--- config.mk ---
export PLATFORM = sky130hd
export DESIGN_NAME = i2c_cmd_seq
export DESIGN_NICKNAME = d
export VERILOG_FILES = /design/src/rtl/i2cs_pkg.sv /design/src/rtl/i2cs_regs.sv /design/src/rtl/i2cs_seq.sv /design/src/rtl/i2cs_irq.sv /design/src/rtl/i2c_cmd_seq.sv
export SDC_FILE = /design/constraint.sdc
export NUM_CORES = 1
export LEC_CHECK = 0
export BUFFER_PORTS_ARGS = -buffer_cell sky130_fd_sc_hd__buf_2
export CORE_MARGIN = 2
export CORE_UTILIZATION = 47
export DETAILED_ROUTE_END_ITERATION = 10
export HOLD_SLACK_MARGIN = 0.05
export PLACE_DENSITY_LB_ADDON = 0.2
export SLEW_MARGIN = 30
export SYNTH_ARGS = -nofsm -noshare
export SYNTH_HDL_FRONTEND = slang
export SYNTH_HIERARCHICAL = 1
export SYNTH_SLANG_ARGS = --single-unit
--- constraint.sdc ---
create_clock -name clk -period 1.75 [get_ports clk]
set_input_delay 0.35 -clock clk [delete_from_list [all_inputs] [get_ports clk]]
set_output_delay 0.35 -clock clk [all_outputs]
set_load 0.02 [all_outputs]
--- src/rtl/i2cs_pkg.sv ---
package i2cs_pkg;
  localparam int CMD_W      = 5;
  localparam int CMD_START  = 0;
  localparam int CMD_TX     = 1;
  localparam int CMD_RX     = 2;
  localparam int CMD_RXLAST = 3;
  localparam int CMD_STOP   = 4;

  localparam int ST_W      = 5;
  localparam int ST_TXACK  = 0;
  localparam int ST_TXNAK  = 1;
  localparam int ST_RXDONE = 2;
  localparam int ST_NSTOP  = 3;
  localparam int ST_ASTOP  = 4;

  localparam logic [1:0] RA_CMD  = 2'd0;
  localparam logic [1:0] RA_BUF  = 2'd1;
  localparam logic [1:0] RA_IEN  = 2'd2;
  localparam logic [1:0] RA_STAT = 2'd3;

  typedef enum logic [1:0] {
    BOP_BEGIN = 2'd0,
    BOP_SEND  = 2'd1,
    BOP_RECV  = 2'd2,
    BOP_END   = 2'd3
  } bus_op_e;

  typedef enum logic [2:0] {
    MS_IDLE   = 3'd0,
    MS_START  = 3'd1,
    MS_RSTART = 3'd2,
    MS_ACTIVE = 3'd3,
    MS_TXD    = 3'd4,
    MS_RXD    = 3'd5,
    MS_STOP   = 3'd6
  } mstate_e;

  typedef enum logic [2:0] {
    PH_NONE  = 3'd0,
    PH_START = 3'd1,
    PH_TX    = 3'd2,
    PH_RX    = 3'd3,
    PH_STOP  = 3'd4,
    PH_END   = 3'd5
  } phase_e;
endpackage

--- src/rtl/i2cs_regs.sv ---
module i2cs_regs
  import i2cs_pkg::*;
#(
  parameter int REG_W  = 32,
  parameter int ADDR_W = 2,
  parameter int BYTE_W = 8,
  parameter int KEEP_W = 16
) (
  input  logic              clk,
  input  logic              rst,
  input  logic              wr_en,
  input  logic [ADDR_W-1:0] wr_addr,
  input  logic [REG_W-1:0]  wr_data,
  input  logic [ADDR_W-1:0] rd_addr,
  output logic [REG_W-1:0]  rd_data,
  input  logic              seq_wait,
  input  logic [CMD_W-1:0]  cmd_clr,
  input  logic [ST_W-1:0]   st_set,
  input  logic              rx_load,
  input  logic [BYTE_W-1:0] rx_byte,
  input  logic [2:0]        mstate,
  output logic [CMD_W-1:0]  cmd_bits,
  output logic [BYTE_W-1:0] tx_byte,
  output logic [ST_W-1:0]   ien,
  output logic [ST_W-1:0]   status
);
  localparam int PAD_CMD = REG_W - KEEP_W - 3;
  localparam int PAD_BUF = REG_W - 2 * BYTE_W;
  localparam int PAD_ST  = REG_W - ST_W;

  logic [KEEP_W-1:0] cmd_q;
  logic [BYTE_W-1:0] tx_q, rx_q;
  logic [ST_W-1:0]   ien_q, st_q;
  logic              busy;
  logic              cmd_take;
  logic [ST_W-1:0]   w1c;
  logic              wdata_unused;

  assign wdata_unused = ^wr_data[REG_W-1:KEEP_W];
  assign busy     = seq_wait | (|cmd_q[CMD_W-1:0]);
  assign cmd_take = wr_en && (wr_addr == RA_CMD) && !busy;
  assign w1c      = (wr_en && (wr_addr == RA_STAT)) ? wr_data[ST_W-1:0] : '0;

  always_ff @(posedge clk) begin
    if (rst) begin
      cmd_q <= '0;
      tx_q  <= '0;
      rx_q  <= '0;
      ien_q <= '0;
      st_q  <= '0;
    end else begin
      if (cmd_take) cmd_q <= wr_data[KEEP_W-1:0];
      else          cmd_q[CMD_W-1:0] <= cmd_q[CMD_W-1:0] & ~cmd_clr;
      if (wr_en && (wr_addr == RA_BUF)) tx_q <= wr_data[BYTE_W-1:0];
      if (rx_load) rx_q <= rx_byte;
      if (wr_en && (wr_addr == RA_IEN)) ien_q <= wr_data[ST_W-1:0];
      st_q <= (st_q & ~w1c) | st_set;
    end
  end

  always_ff @(posedge clk) begin
    if (rst) rd_data <= '0;
    else begin
      case (rd_addr)
        RA_CMD:  rd_data <= {{PAD_CMD{1'b0}}, mstate, cmd_q};
        RA_BUF:  rd_data <= {{PAD_BUF{1'b0}}, rx_q, tx_q};
        RA_IEN:  rd_data <= {{PAD_ST{1'b0}}, ien_q};
        default: rd_data <= {{PAD_ST{1'b0}}, st_q};
      endcase
    end
  end

  assign cmd_bits = cmd_q[CMD_W-1:0];
  assign tx_byte  = tx_q;
  assign ien      = ien_q;
  assign status   = st_q;

  // a set status bit survives any cycle in which software did not write 1 to it
  a_r9_w1c_hold: assert property (@(posedge clk) disable iff (rst)
    1'b1 |=> ((($past(st_q) & ~$past(w1c)) & ~st_q) == '0));

  // a command write refused while busy leaves the stored upper command bits intact
  a_r2_busy_ignore: assert property (@(posedge clk) disable iff (rst)
    (wr_en && (wr_addr == RA_CMD) && busy) |=> (cmd_q[KEEP_W-1:CMD_W] == $past(cmd_q[KEEP_W-1:CMD_W])));
endmodule

--- src/rtl/i2cs_seq.sv ---
module i2cs_seq
  import i2cs_pkg::*;
#(
  parameter int BYTE_W = 8
) (
  input  logic              clk,
  input  logic              rst,
  input  logic [CMD_W-1:0]  cmd_bits,
  input  logic [BYTE_W-1:0] tx_byte,
  input  logic              rxdone,
  input  logic              bus_done,
  input  logic              bus_nak,
  input  logic [BYTE_W-1:0] bus_rdata,
  output logic              bus_req,
  output logic [1:0]        bus_op,
  output logic [BYTE_W-1:0] bus_wdata,
  output logic              bus_last,
  output logic              seq_wait,
  output logic [CMD_W-1:0]  cmd_clr,
  output logic [ST_W-1:0]   st_set,
  output logic              rx_load,
  output logic [BYTE_W-1:0] rx_byte,
  output logic [2:0]        mstate
);
  localparam logic [CMD_W-1:0] CLR_ALL = '1;

  logic              wait_q, end_pend_q, active_q;
  phase_e            phase_q;
  mstate_e           ms_q;
  bus_op_e           op_q;

  logic              iss;
  phase_e            iss_ph;
  bus_op_e           iss_op;
  mstate_e           iss_ms;
  logic [BYTE_W-1:0] iss_data;
  logic              iss_last;
  logic              fin;

  assign fin = wait_q && bus_done;

  always_comb begin
    cmd_clr  = '0;
    st_set   = '0;
    rx_load  = 1'b0;
    iss      = 1'b0;
    iss_ph   = PH_NONE;
    iss_op   = BOP_END;
    iss_ms   = ms_q;
    iss_data = '0;
    iss_last = 1'b0;
    if (wait_q) begin
      if (bus_done) begin
        case (phase_q)
          PH_START: begin
            cmd_clr[CMD_START] = 1'b1;
            cmd_clr[CMD_TX]    = 1'b1;
            if (bus_nak) begin
              st_set[ST_TXNAK] = 1'b1;
              cmd_clr          = CLR_ALL;
            end else begin
              st_set[ST_TXACK] = 1'b1;
            end
          end
          PH_TX: begin
            cmd_clr[CMD_TX] = 1'b1;
            if (bus_nak) begin
              st_set[ST_TXNAK] = 1'b1;
              cmd_clr          = CLR_ALL;
            end else begin
              st_set[ST_TXACK] = 1'b1;
            end
          end
          PH_RX: begin
            cmd_clr[CMD_RX]     = 1'b1;
            cmd_clr[CMD_RXLAST] = 1'b1;
            st_set[ST_RXDONE]   = 1'b1;
            rx_load             = 1'b1;
          end
          PH_STOP: begin
            cmd_clr[CMD_STOP] = 1'b1;
            st_set[ST_NSTOP]  = 1'b1;
          end
          default: ;
        endcase
      end
    end else if (end_pend_q) begin
      iss    = 1'b1;
      iss_ph = PH_END;
      iss_op = BOP_END;
      iss_ms = MS_STOP;
    end else if (cmd_bits[CMD_START]) begin
      iss      = 1'b1;
      iss_ph   = PH_START;
      iss_op   = BOP_BEGIN;
      iss_ms   = active_q ? MS_RSTART : MS_START;
      iss_data = tx_byte;
    end else if (cmd_bits[CMD_TX]) begin
      if (active_q) begin
        iss      = 1'b1;
        iss_ph   = PH_TX;
        iss_op   = BOP_SEND;
        iss_ms   = MS_TXD;
        iss_data = tx_byte;
      end else begin
        st_set[ST_TXNAK] = 1'b1;
        cmd_clr          = CLR_ALL;
      end
    end else if (cmd_bits[CMD_RX] || cmd_bits[CMD_RXLAST]) begin
      if (!rxdone) begin
        iss      = 1'b1;
        iss_ph   = PH_RX;
        iss_op   = BOP_RECV;
        iss_ms   = MS_RXD;
        iss_last = cmd_bits[CMD_RXLAST];
      end
    end else if (cmd_bits[CMD_STOP]) begin
      if (active_q) begin
        iss    = 1'b1;
        iss_ph = PH_STOP;
        iss_op = BOP_END;
        iss_ms = MS_STOP;
      end else begin
        st_set[ST_ASTOP]  = 1'b1;
        cmd_clr[CMD_STOP] = 1'b1;
      end
    end
  end

  always_ff @(posedge clk) begin
    if (rst) begin
      wait_q     <= 1'b0;
      end_pend_q <= 1'b0;
      active_q   <= 1'b0;
      phase_q    <= PH_NONE;
      ms_q       <= MS_IDLE;
      op_q       <= BOP_BEGIN;
      bus_req    <= 1'b0;
      bus_wdata  <= '0;
      bus_last   <= 1'b0;
    end else if (iss) begin
      bus_req   <= 1'b1;
      op_q      <= iss_op;
      bus_wdata <= iss_data;
      bus_last  <= iss_last;
      wait_q    <= 1'b1;
      phase_q   <= iss_ph;
      ms_q      <= iss_ms;
      if (iss_ph == PH_END) end_pend_q <= 1'b0;
    end else if (fin) begin
      bus_req <= 1'b0;
      wait_q  <= 1'b0;
      phase_q <= PH_NONE;
      case (phase_q)
        PH_START: begin
          active_q <= !bus_nak;
          ms_q     <= bus_nak ? MS_IDLE : MS_ACTIVE;
        end
        PH_TX: begin
          if (bus_nak) end_pend_q <= 1'b1;
          else         ms_q       <= MS_ACTIVE;
        end
        PH_RX: ms_q <= MS_ACTIVE;
        default: begin
          active_q <= 1'b0;
          ms_q     <= MS_IDLE;
        end
      endcase
    end else if (st_set[ST_ASTOP]) begin
      ms_q <= MS_IDLE;
    end
  end

  assign bus_op   = op_q;
  assign seq_wait = wait_q | end_pend_q;
  assign rx_byte  = bus_rdata;
  assign mstate   = ms_q;

  // a request is held with a stable operation until the interface completes it
  a_r3_req_hold: assert property (@(posedge clk) disable iff (rst)
    (bus_req && !bus_done) |=> (bus_req && $stable(bus_op)));

  // a receive is only ever launched while RXDONE was clear
  a_r7_rx_gate: assert property (@(posedge clk) disable iff (rst)
    ($rose(bus_req) && (bus_op == BOP_RECV)) |-> !$past(rxdone));

  // the abnormal-stop flag is raised only with no active transfer
  a_r8_astop_idle: assert property (@(posedge clk) disable iff (rst)
    st_set[ST_ASTOP] |-> !active_q);

  // a refused address drops the request and returns the state to idle
  a_r5_nak_abandon: assert property (@(posedge clk) disable iff (rst)
    (wait_q && bus_done && (phase_q == PH_START) && bus_nak) |=> (ms_q == MS_IDLE && !bus_req));
endmodule

--- src/rtl/i2cs_irq.sv ---
module i2cs_irq #(
  parameter int ST_W = 5
) (
  input  logic            clk,
  input  logic            rst,
  input  logic [ST_W-1:0] status,
  input  logic [ST_W-1:0] ien,
  output logic            irq
);
  always_ff @(posedge clk) begin
    if (rst) irq <= 1'b0;
    else     irq <= |(status & ien);
  end

  // the interrupt follows the enabled status of the previous cycle
  a_r10_irq_follow: assert property (@(posedge clk) disable iff (rst)
    1'b1 |=> (irq == (|($past(status) & $past(ien)))));
endmodule

--- src/rtl/i2c_cmd_seq.sv ---
module i2c_cmd_seq
  import i2cs_pkg::*;
#(
  parameter int REG_W  = 32,
  parameter int ADDR_W = 2,
  parameter int BYTE_W = 8
) (
  input  logic              clk,
  input  logic              rst,
  input  logic              reg_wr,
  input  logic [ADDR_W-1:0] reg_waddr,
  input  logic [REG_W-1:0]  reg_wdata,
  input  logic [ADDR_W-1:0] reg_raddr,
  output logic [REG_W-1:0]  reg_rdata,
  output logic              irq,
  output logic              bus_req,
  output logic [1:0]        bus_op,
  output logic [BYTE_W-1:0] bus_wdata,
  output logic              bus_last,
  input  logic              bus_done,
  input  logic              bus_nak,
  input  logic [BYTE_W-1:0] bus_rdata
);
  logic [CMD_W-1:0]  cmd_bits, cmd_clr;
  logic [ST_W-1:0]   st_set, ien, status;
  logic [BYTE_W-1:0] tx_byte, rx_byte;
  logic              seq_wait, rx_load;
  logic [2:0]        mstate;

  i2cs_regs #(.REG_W(REG_W), .ADDR_W(ADDR_W), .BYTE_W(BYTE_W)) u_regs (
    .clk(clk), .rst(rst),
    .wr_en(reg_wr), .wr_addr(reg_waddr), .wr_data(reg_wdata),
    .rd_addr(reg_raddr), .rd_data(reg_rdata),
    .seq_wait(seq_wait), .cmd_clr(cmd_clr), .st_set(st_set),
    .rx_load(rx_load), .rx_byte(rx_byte), .mstate(mstate),
    .cmd_bits(cmd_bits), .tx_byte(tx_byte), .ien(ien), .status(status)
  );

  i2cs_seq #(.BYTE_W(BYTE_W)) u_seq (
    .clk(clk), .rst(rst),
    .cmd_bits(cmd_bits), .tx_byte(tx_byte), .rxdone(status[ST_RXDONE]),
    .bus_done(bus_done), .bus_nak(bus_nak), .bus_rdata(bus_rdata),
    .bus_req(bus_req), .bus_op(bus_op), .bus_wdata(bus_wdata), .bus_last(bus_last),
    .seq_wait(seq_wait), .cmd_clr(cmd_clr), .st_set(st_set),
    .rx_load(rx_load), .rx_byte(rx_byte), .mstate(mstate)
  );

  i2cs_irq #(.ST_W(ST_W)) u_irq (
    .clk(clk), .rst(rst), .status(status), .ien(ien), .irq(irq)
  );
endmodule

==> results of run 1 <==
-- registers in the layout (all words and copies together), names as in the netlist --
| name | count |
|---|---|
| u_seq/mstate | 3 |
| u_seq/end_pend_q | 1 |
| u_regs/ien | 5 |
| u_seq/bus_wdata | 8 |
| u_seq/bus_last | 1 |
| u_regs/rd_data | 19 |
| u_regs/cmd_q | 16 |
| u_seq/phase_q | 3 |
| u_regs/status | 5 |
| u_irq/irq | 1 |
| u_seq/wait_q | 1 |
| u_seq/active_q | 1 |
| u_seq/bus_op | 2 |
| u_regs/tx_byte | 8 |
| u_regs/rx_q | 8 |
-- final timing paths --
kind	end	slack (ns)	cells past startpoint
setup reg to reg	u_seq/mstate[0]	0.11	5
hold / removal	u_regs/rx_q[4]	0.22	3
setup / recovery	u_seq/mstate[0]	0.11	5
hold reg to reg	u_regs/rd_data[17]	0.47	1
-- layout make-up --
type	count	area (µm²)	share of cell area [%]
clock buffers	9	124	2.88
multi-input cells	263	1760	41.0
clock inverters	7	105	2.44
flip-flops and latches	82	1640	38.2
repair buffers	90	528	12.3
inverters	3	11.3	0.262
well taps	102	128	2.97
-- metrics by stage --
stage,total power (W),instance area (µm²),std cells,hold slack [ns]
finish,0.00403,4300,556,0.216
global route,0.00421,4300,556,0.233
CTS,0.00407,4290,556,0.204
detailed placement,0.00249,4060,540,0.459
global placement,0.00248,4060,540,0.454
floorplan,0.00239,3750,400,0.419
-- repair_timing --
item                                    4_1_cts  5_1_grt
gates resized for setup                       0        3
endpoints found under the hold margin         0        0
endpoints found under the setup margin        0        7
-- per-layer routing --
metal / vias to the layer above / global-route usage [%]
met1: 1316 / 26.2
met5: - / 0
met4: 0 / 7.72
li1: 1423 / -
met3: 9 / 3.25
met2: 76 / 31.5
-- synthesized netlist by cell type, drive strengths merged, types with 2 or more instances --
cell,count
a311oi,2
o21ai,8
a211oi,2
a32oi,2
and3,3
a21oi,20
nand4,10
dfxtp,82
nand3b,4
inv,3
nor2b,7
nand2b,29
buf,41
clkbuf,11
nor2,58
and2,3
mux4,5
or2,3
nor3b,3
mux2i,40
nor4,3
nand3,5
nand2,15
a22oi,9
nor3,6
-- power groups by stage --
stage	Sequential (W)	Combinational, W	Clock [W]
global route	0.00197	0.000538	0.00170
CTS	0.00196	0.000487	0.00162
global placement	0.00200	0.000479	0
detailed placement	0.00201	0.000485	0
floorplan	0.00201	0.000372	0
finish	0.00196	0.000490	0.00158
-- kinds of logic (layout without fill, tap and decap cells) --
logic type	after synthesis	count (layout)	share of synthesized area, %
AOI/OAI and AO/OA	51	51	9.20
buffers and inverters	55	109	9.60
other	1	13	0.101
DFF	82	82	44.4
muxes	45	45	14.0
adders and majority gates	1	1	0.271
and+or+nand+nor	152	152	22.3
xor gates and xnor gates	1	1	0.237
-- critical path, stage by stage, from the launching register on --
cell	delay, ns
dfxtp_1	0.35
or2_1	0.37
nand2b_4	0.21
nor3b_4	0.27
or2_1	0.21
a311oi_2	0.10
==> out/qor.yml, run 1 <==
grt:
  grt_pass1_wl_um: 13200
  grt_remaining_overflow: 0
  grt_max_degree: 37
  grtUsageTotal_pct: 19.5
  grt_pass1_vias: 2740
  antenna_found_initial: 0
route:
  drt_iter0_markers: 115
  antenna_left: 0
  route.met2.wl_um: 3670
  top_layer_used: "met4"
  wl_per_cell_um: 14.3
  wl_met3_um: 438
  num_vias: 2824
  wl_met1_um: 3760
  via_per_inst: 5.08
  routed_wirelength_um: 7970
  drt_first_pass_iters: 4
  drcViolationCount: 0
worst_setup_path:
  critPathArrivalTime_ns: 1.87
  critPathLaunch: "u_seq/wait_q"
  path_class: "flip-flop to flip-flop"
  timing.rr.start: "u_seq/wait_q"
  cp.required_ns: 1.98
  end_kind: "flip-flop"
  cp-start-kind: "flip-flop"
  worst-path-max-fanout: 6
finish:
  syn2layout_area_growth_pct: 16.2
  layout_common_cells: "82 x dfxtp_1, 64 x buf_2, 56 x nor2_1"
  final_common_cell: "dfxtp_1"
  n_antenna_cell: 0
  fillCellCount: 725
  final_util_pct: 55.9
  drive_gt1_share_pct: 27.3
  finalNetCount: 498
die:
  die_w_um: 92.7
  die_h_um: 92.7
  fp.coreArea_mm2: 0.00769
  pin_count: 94
  dieArea_mm2: 0.00860
  row_count: 32
  initial_core_util_pct: 48.1
job:
  maxCapViolCount: 0
pwr:
  p_sw_share_pct: 26.6
  p_clk_share_pct: 39.1
  p_per_area_mw_per_mm2: 937
  leakage_nw: 1.86
  switchingPower_w: 0.00107
  intPower_w: 0.00296
  vdd_drop_max_v: 0.000470
  pwr-share-comb_pct: 12.2
  p_seq_share_pct: 48.7
timing:
  tightest_slew_ns: 0.525
  hold_violations: 0
  tns_ns: 0
  fmax_mhz: 610
  fin_skew_ns: 0.00944
  setup_ws_ns: 0.111
  setup_viol: 0
  drv_slew: 0
  rsz0062_at_grt: "no"
  finalCriticalPeriod_ns: 1.64
  finalCritPeriodShare_pct: 93.7
  slew_headroom_pct: 64.9
clock_network:
  worstSkewPairLatency_ns: 0.36
  cts_buffers: 9
  cts_hold_buf: 0
  cts_setup_buffers: 0
  clock_sinks: 82
  root_buffer: "clkbuf_8"
  ctsHtreeMaxLevel: 3
  clkTransAtPathRegs_ns: 0.09
  clock_path_buffers: 2
  tritoncts: "done"
yosys:
  syn-cell-area_mm2: 0.00370
  syn-instance-count: 388
  yosysTopAreaCellShare_pct: 44.4
  synth.area.top_cells: "dfxtp_1 44%, mux2i_1 11%, nor2_1 5.8%, buf_4 5.7%, nand2b_1 4.7%"
  synthDistinctLibCells: 55
  yosys_warnings: 6
  avgSynthCellArea_um2: 9.54
  synthFlopType: "dfxtp_1"
  ys_ff_latch: 82
  yosysTopAreaCell: "dfxtp_1"
  ys_async_sr_fraction_pct: 0
  synth-seq-area-share_pct: 44.4
  synth-edff-count: 0
placed_design:
  place.port_buffers: 64
  gp_congestion: 0.841
  place_ws_ns: 0.121
  hpwl_um: 5760
worst_hold_path:
  hold_start: "bus_rdata[4]"
  hp-class: "primary input to flip-flop"
run_status:
  status: "finished, final reports clean"
Power figures use the tool's default switching activity.
==> inputs of run 2 (changes only) <==
--- a/config.mk
+++ b/config.mk
@@ -6,6 +6,7 @@
 export NUM_CORES = 1
 export LEC_CHECK = 0
 export BUFFER_PORTS_ARGS = -buffer_cell sky130_fd_sc_hd__buf_2
+export CORE_ASPECT_RATIO = 1.1
 export CORE_MARGIN = 2
 export CORE_UTILIZATION = 47
 export DETAILED_ROUTE_END_ITERATION = 10
==> run 2 against run 1 <==
  * Non-clock buffer count grew 4
  * Hold slack gained 0.0010 ns
  * Via count grew 3.1%
  * Sequential share of layout area grew 0.085 points
  * Clock power shrank 11%
  * Highest routed layer unchanged
  * Clock skew grew 0.0059 ns
  * Clock-buffer cell count is the same
  * Critical path depth is the same
  * Combinational power grew 2%
==> out/qor.yml, run 2 (same netlist as run 1, synthesis figures left out) <==
run_status:
  status: "finished, final reports clean"  # unchanged
clock_network:
  clkTransAtPathRegs_ns: 0.09  # about the same
  clock_sinks: 82  # unchanged
  cts_buffers: 9  # unchanged
  ctsHtreeMaxLevel: 3  # unchanged
  root_buffer: "clkbuf_8"  # unchanged
  clock_path_buffers: 2  # unchanged
  worstSkewPairLatency_ns: 0.37  # was 0.36 ns
  tritoncts: "done"  # unchanged
grt:
  grt_pass1_vias: 2692  # was 2740
  grt_max_degree: 44  # was 37
  grt_pass1_wl_um: 12900  # was 13200 µm
  antenna_found_initial: 0  # unchanged
  grtUsageTotal_pct: 19.4  # was 19.5%
  grt_remaining_overflow: 0  # unchanged
finish:
  largest_reg_flops: 19  # unchanged
  reg_top3: "u_regs/rd_data: 19 flops, u_regs/cmd_q: 16 flops"  # unchanged
  stdcell_count: 563  # was 556
  drive_gt1_share_pct: 27.9  # was 27.3%
  n_antenna_cell: 0  # unchanged
  finalNetCount: 502  # was 498
  regMostFlops: "u_regs/rd_data"  # unchanged
  final_common_cell: "dfxtp_1"  # unchanged
  final_area_mm2: 0.00429  # was 0.00430 mm²
  syn2layout_area_growth_pct: 16.0  # was 16.2%
  layout_common_cells: "81 x dfxtp_1, 64 x buf_2, 56 x nor2_1"  # was 82 x dfxtp_1, 64 x buf_2, 56 x nor2_1
  fillCellCount: 704  # was 725
timing:
  hold_violations: 0  # unchanged
  fmax_mhz: 613  # was 610 MHz
  finalCriticalPeriod_ns: 1.63  # was 1.64 ns
  rsz0062_at_grt: "no"  # unchanged
  tns_ns: 0  # unchanged
  drv_slew: 0  # unchanged
  setup_viol: 0  # unchanged
  finalCritPeriodShare_pct: 93.2  # was 93.7%
  fin_skew_ns: 0.0153  # was 0.00944 ns
placed_design:
  gp_congestion: 0.844  # was 0.841
  dpl_cell_area_mm2: 0.00406  # about the same
  place.port_buffers: 64  # unchanged
  hpwl_um: 6000  # was 5760 µm
  dp.cells: 544  # was 540
worst_setup_path:
  worst-path-max-fanout: 5  # was 6
  crit_path_max_incr_delay_ns: 0.43  # was 0.37 ns
  rrSetupSlack_ns: 0.12  # was 0.11 ns
  path_cells: "nor2_1 -> or3_1 -> a32oi_1 -> or2_1 -> a311oi_2"  # was or2_1 -> nand2b_4 -> nor3b_4 -> or2_1 -> a311oi_2
  rr_endpoint: "u_seq/mstate[0]"  # unchanged
  cp.required_ns: 2.00  # was 1.98 ns
  reg2reg_depth: 5  # unchanged
  path_class: "flip-flop to flip-flop"  # unchanged
  slowest_stage: "dfxtp_1"  # was or2_1
  timing.rr.start: "u_regs/cmd_q[3]"  # was u_seq/wait_q
  cp-start-kind: "flip-flop"  # unchanged
  end_kind: "flip-flop"  # unchanged
  critPathArrivalTime_ns: 1.88  # was 1.87 ns
pwr:
  p_seq_share_pct: 50.8  # was 48.7%
  vdd_drop_max_v: 0.000462  # was 0.000470 V
  switchingPower_w: 0.00106  # was 0.00107 W
  pwr-share-comb_pct: 13.0  # was 12.2%
  p_clk_share_pct: 36.2  # was 39.1%
  intPower_w: 0.00280  # was 0.00296 W
  leakage_nw: 1.87  # was 1.86 nW
  p_sw_share_pct: 27.4  # was 26.6%
  p_per_area_mw_per_mm2: 899  # was 937 mW/mm²
worst_hold_path:
  whs_endpoint: "u_regs/rx_q[3]"  # was u_regs/rx_q[4]
  hold_depth: 3  # unchanged
  hold_start: "bus_rdata[3]"  # was bus_rdata[4]
  hp-class: "primary input to flip-flop"  # unchanged
route:
  drt_first_pass_iters: 4  # unchanged
  routed_wirelength_um: 8210  # was 7970 µm
  drcViolationCount: 0  # unchanged
  antenna_left: 0  # unchanged
  wl_per_cell_um: 14.6  # was 14.3 µm
  num_vias: 2911  # was 2824
  drt_iter0_markers: 121  # was 115
  via_per_inst: 5.17  # was 5.08
die:
  initial_core_util_pct: 49.0  # was 48.1%
  pin_count: 94  # unchanged
  fp.coreArea_mm2: 0.00756  # was 0.00769 mm²
  row_count: 33  # was 32
  die_w_um: 88.6  # was 92.7 µm
  dieArea_mm2: 0.00860  # about the same
  die_h_um: 97.1  # was 92.7 µm
job:
  maxCapViolCount: 0  # unchanged
## run 2: cell types whose count changed in the layout (fill, tap and decap cells not counted), sizes merged
cell      before  now
clkinvlp       1    2
bufinv         2    1
clkinv         0    2
buf           90   94
inv            7    5
## run 2: worst max-delay path, delay by kind of cell, from the launching register on
kind,cells,cell delay (ns)
AOI/OAI and AO/OA,2,0.42
DFF,1,0.43
and+or+nand+nor,3,0.67
## run 2: cell type report
type | count | area [µm²] | share of cell area (%)
inverter | 3 | 11.3 | 0.262
tap | 105 | 131 | 3.06
clock inverter | 7 | 76.3 | 1.78
timing repair buffer | 94 | 549 | 12.8
multi-input combinational | 263 | 1760 | 41.0
clock buffer | 9 | 124 | 2.89
sequential | 82 | 1640 | 38.3
## run 2: worst max-delay path by stage
stage	start	endpoint	cells after the start
floorplan	u_seq/wait_q	u_regs/cmd_q[10]	7
global placement	u_regs/cmd_q[2]	u_seq/bus_wdata[1]	6
CTS	u_regs/cmd_q[2]	u_seq/mstate[0]	5
detailed placement	u_regs/cmd_q[2]	u_seq/mstate[0]	5
finish	u_regs/cmd_q[3]	u_seq/mstate[0]	5
global route	u_seq/wait_q	u_regs/rx_q[4]	7
## run 2: repair_timing
action,4_1_cts,5_1_grt
setup buffers,0,3
hold buffers,0,0
setup endpoints to repair,0,15
gates resized for setup,0,4
endpoints found under the hold margin,0,0
## run 2: stage by stage
stage / hold WS [ns] / util [%] / setup WS (ns) / total power [W]
2_1_floorplan: 0.419 / - / 0.0270 / 0.00239
3_3_place_gp: 0.450 / 53.7 / 0.124 / 0.00249
3_5_place_dp: 0.451 / 53.7 / 0.0847 / 0.00250
4_1_cts: 0.203 / 56.4 / 0.0779 / 0.00389
5_1_grt: 0.227 / 56.8 / 0.0221 / 0.00402
6_report: 0.217 / 56.8 / 0.118 / 0.00386
## run 2: power by group through the flow
stage | Clock [W] | Combinational [W] | Sequential (W)
3_3_place_gp | 0 | 0.000483 | 0.00200
5_1_grt | 0.00150 | 0.000544 | 0.00197
4_1_cts | 0.00143 | 0.000492 | 0.00196
2_1_floorplan | 0 | 0.000372 | 0.00201
6_report | 0.00140 | 0.000501 | 0.00196
3_5_place_dp | 0 | 0.000489 | 0.00201
## run 2: layer usage
| metal | routed length [µm] | vias up | GRT usage, % | part of all wire, % |
|---|---|---|---|---|
| met5 | 0 | - | 0 | 0 |
| met4 | 134 | 0 | 8.04 | 1.6 |
| met3 | 478 | 11 | 3.65 | 5.8 |
| met2 | 4090 | 90 | 31.4 | 50 |
| met1 | 3510 | 1375 | 25.0 | 43 |
| li1 | - | 1435 | - | - |
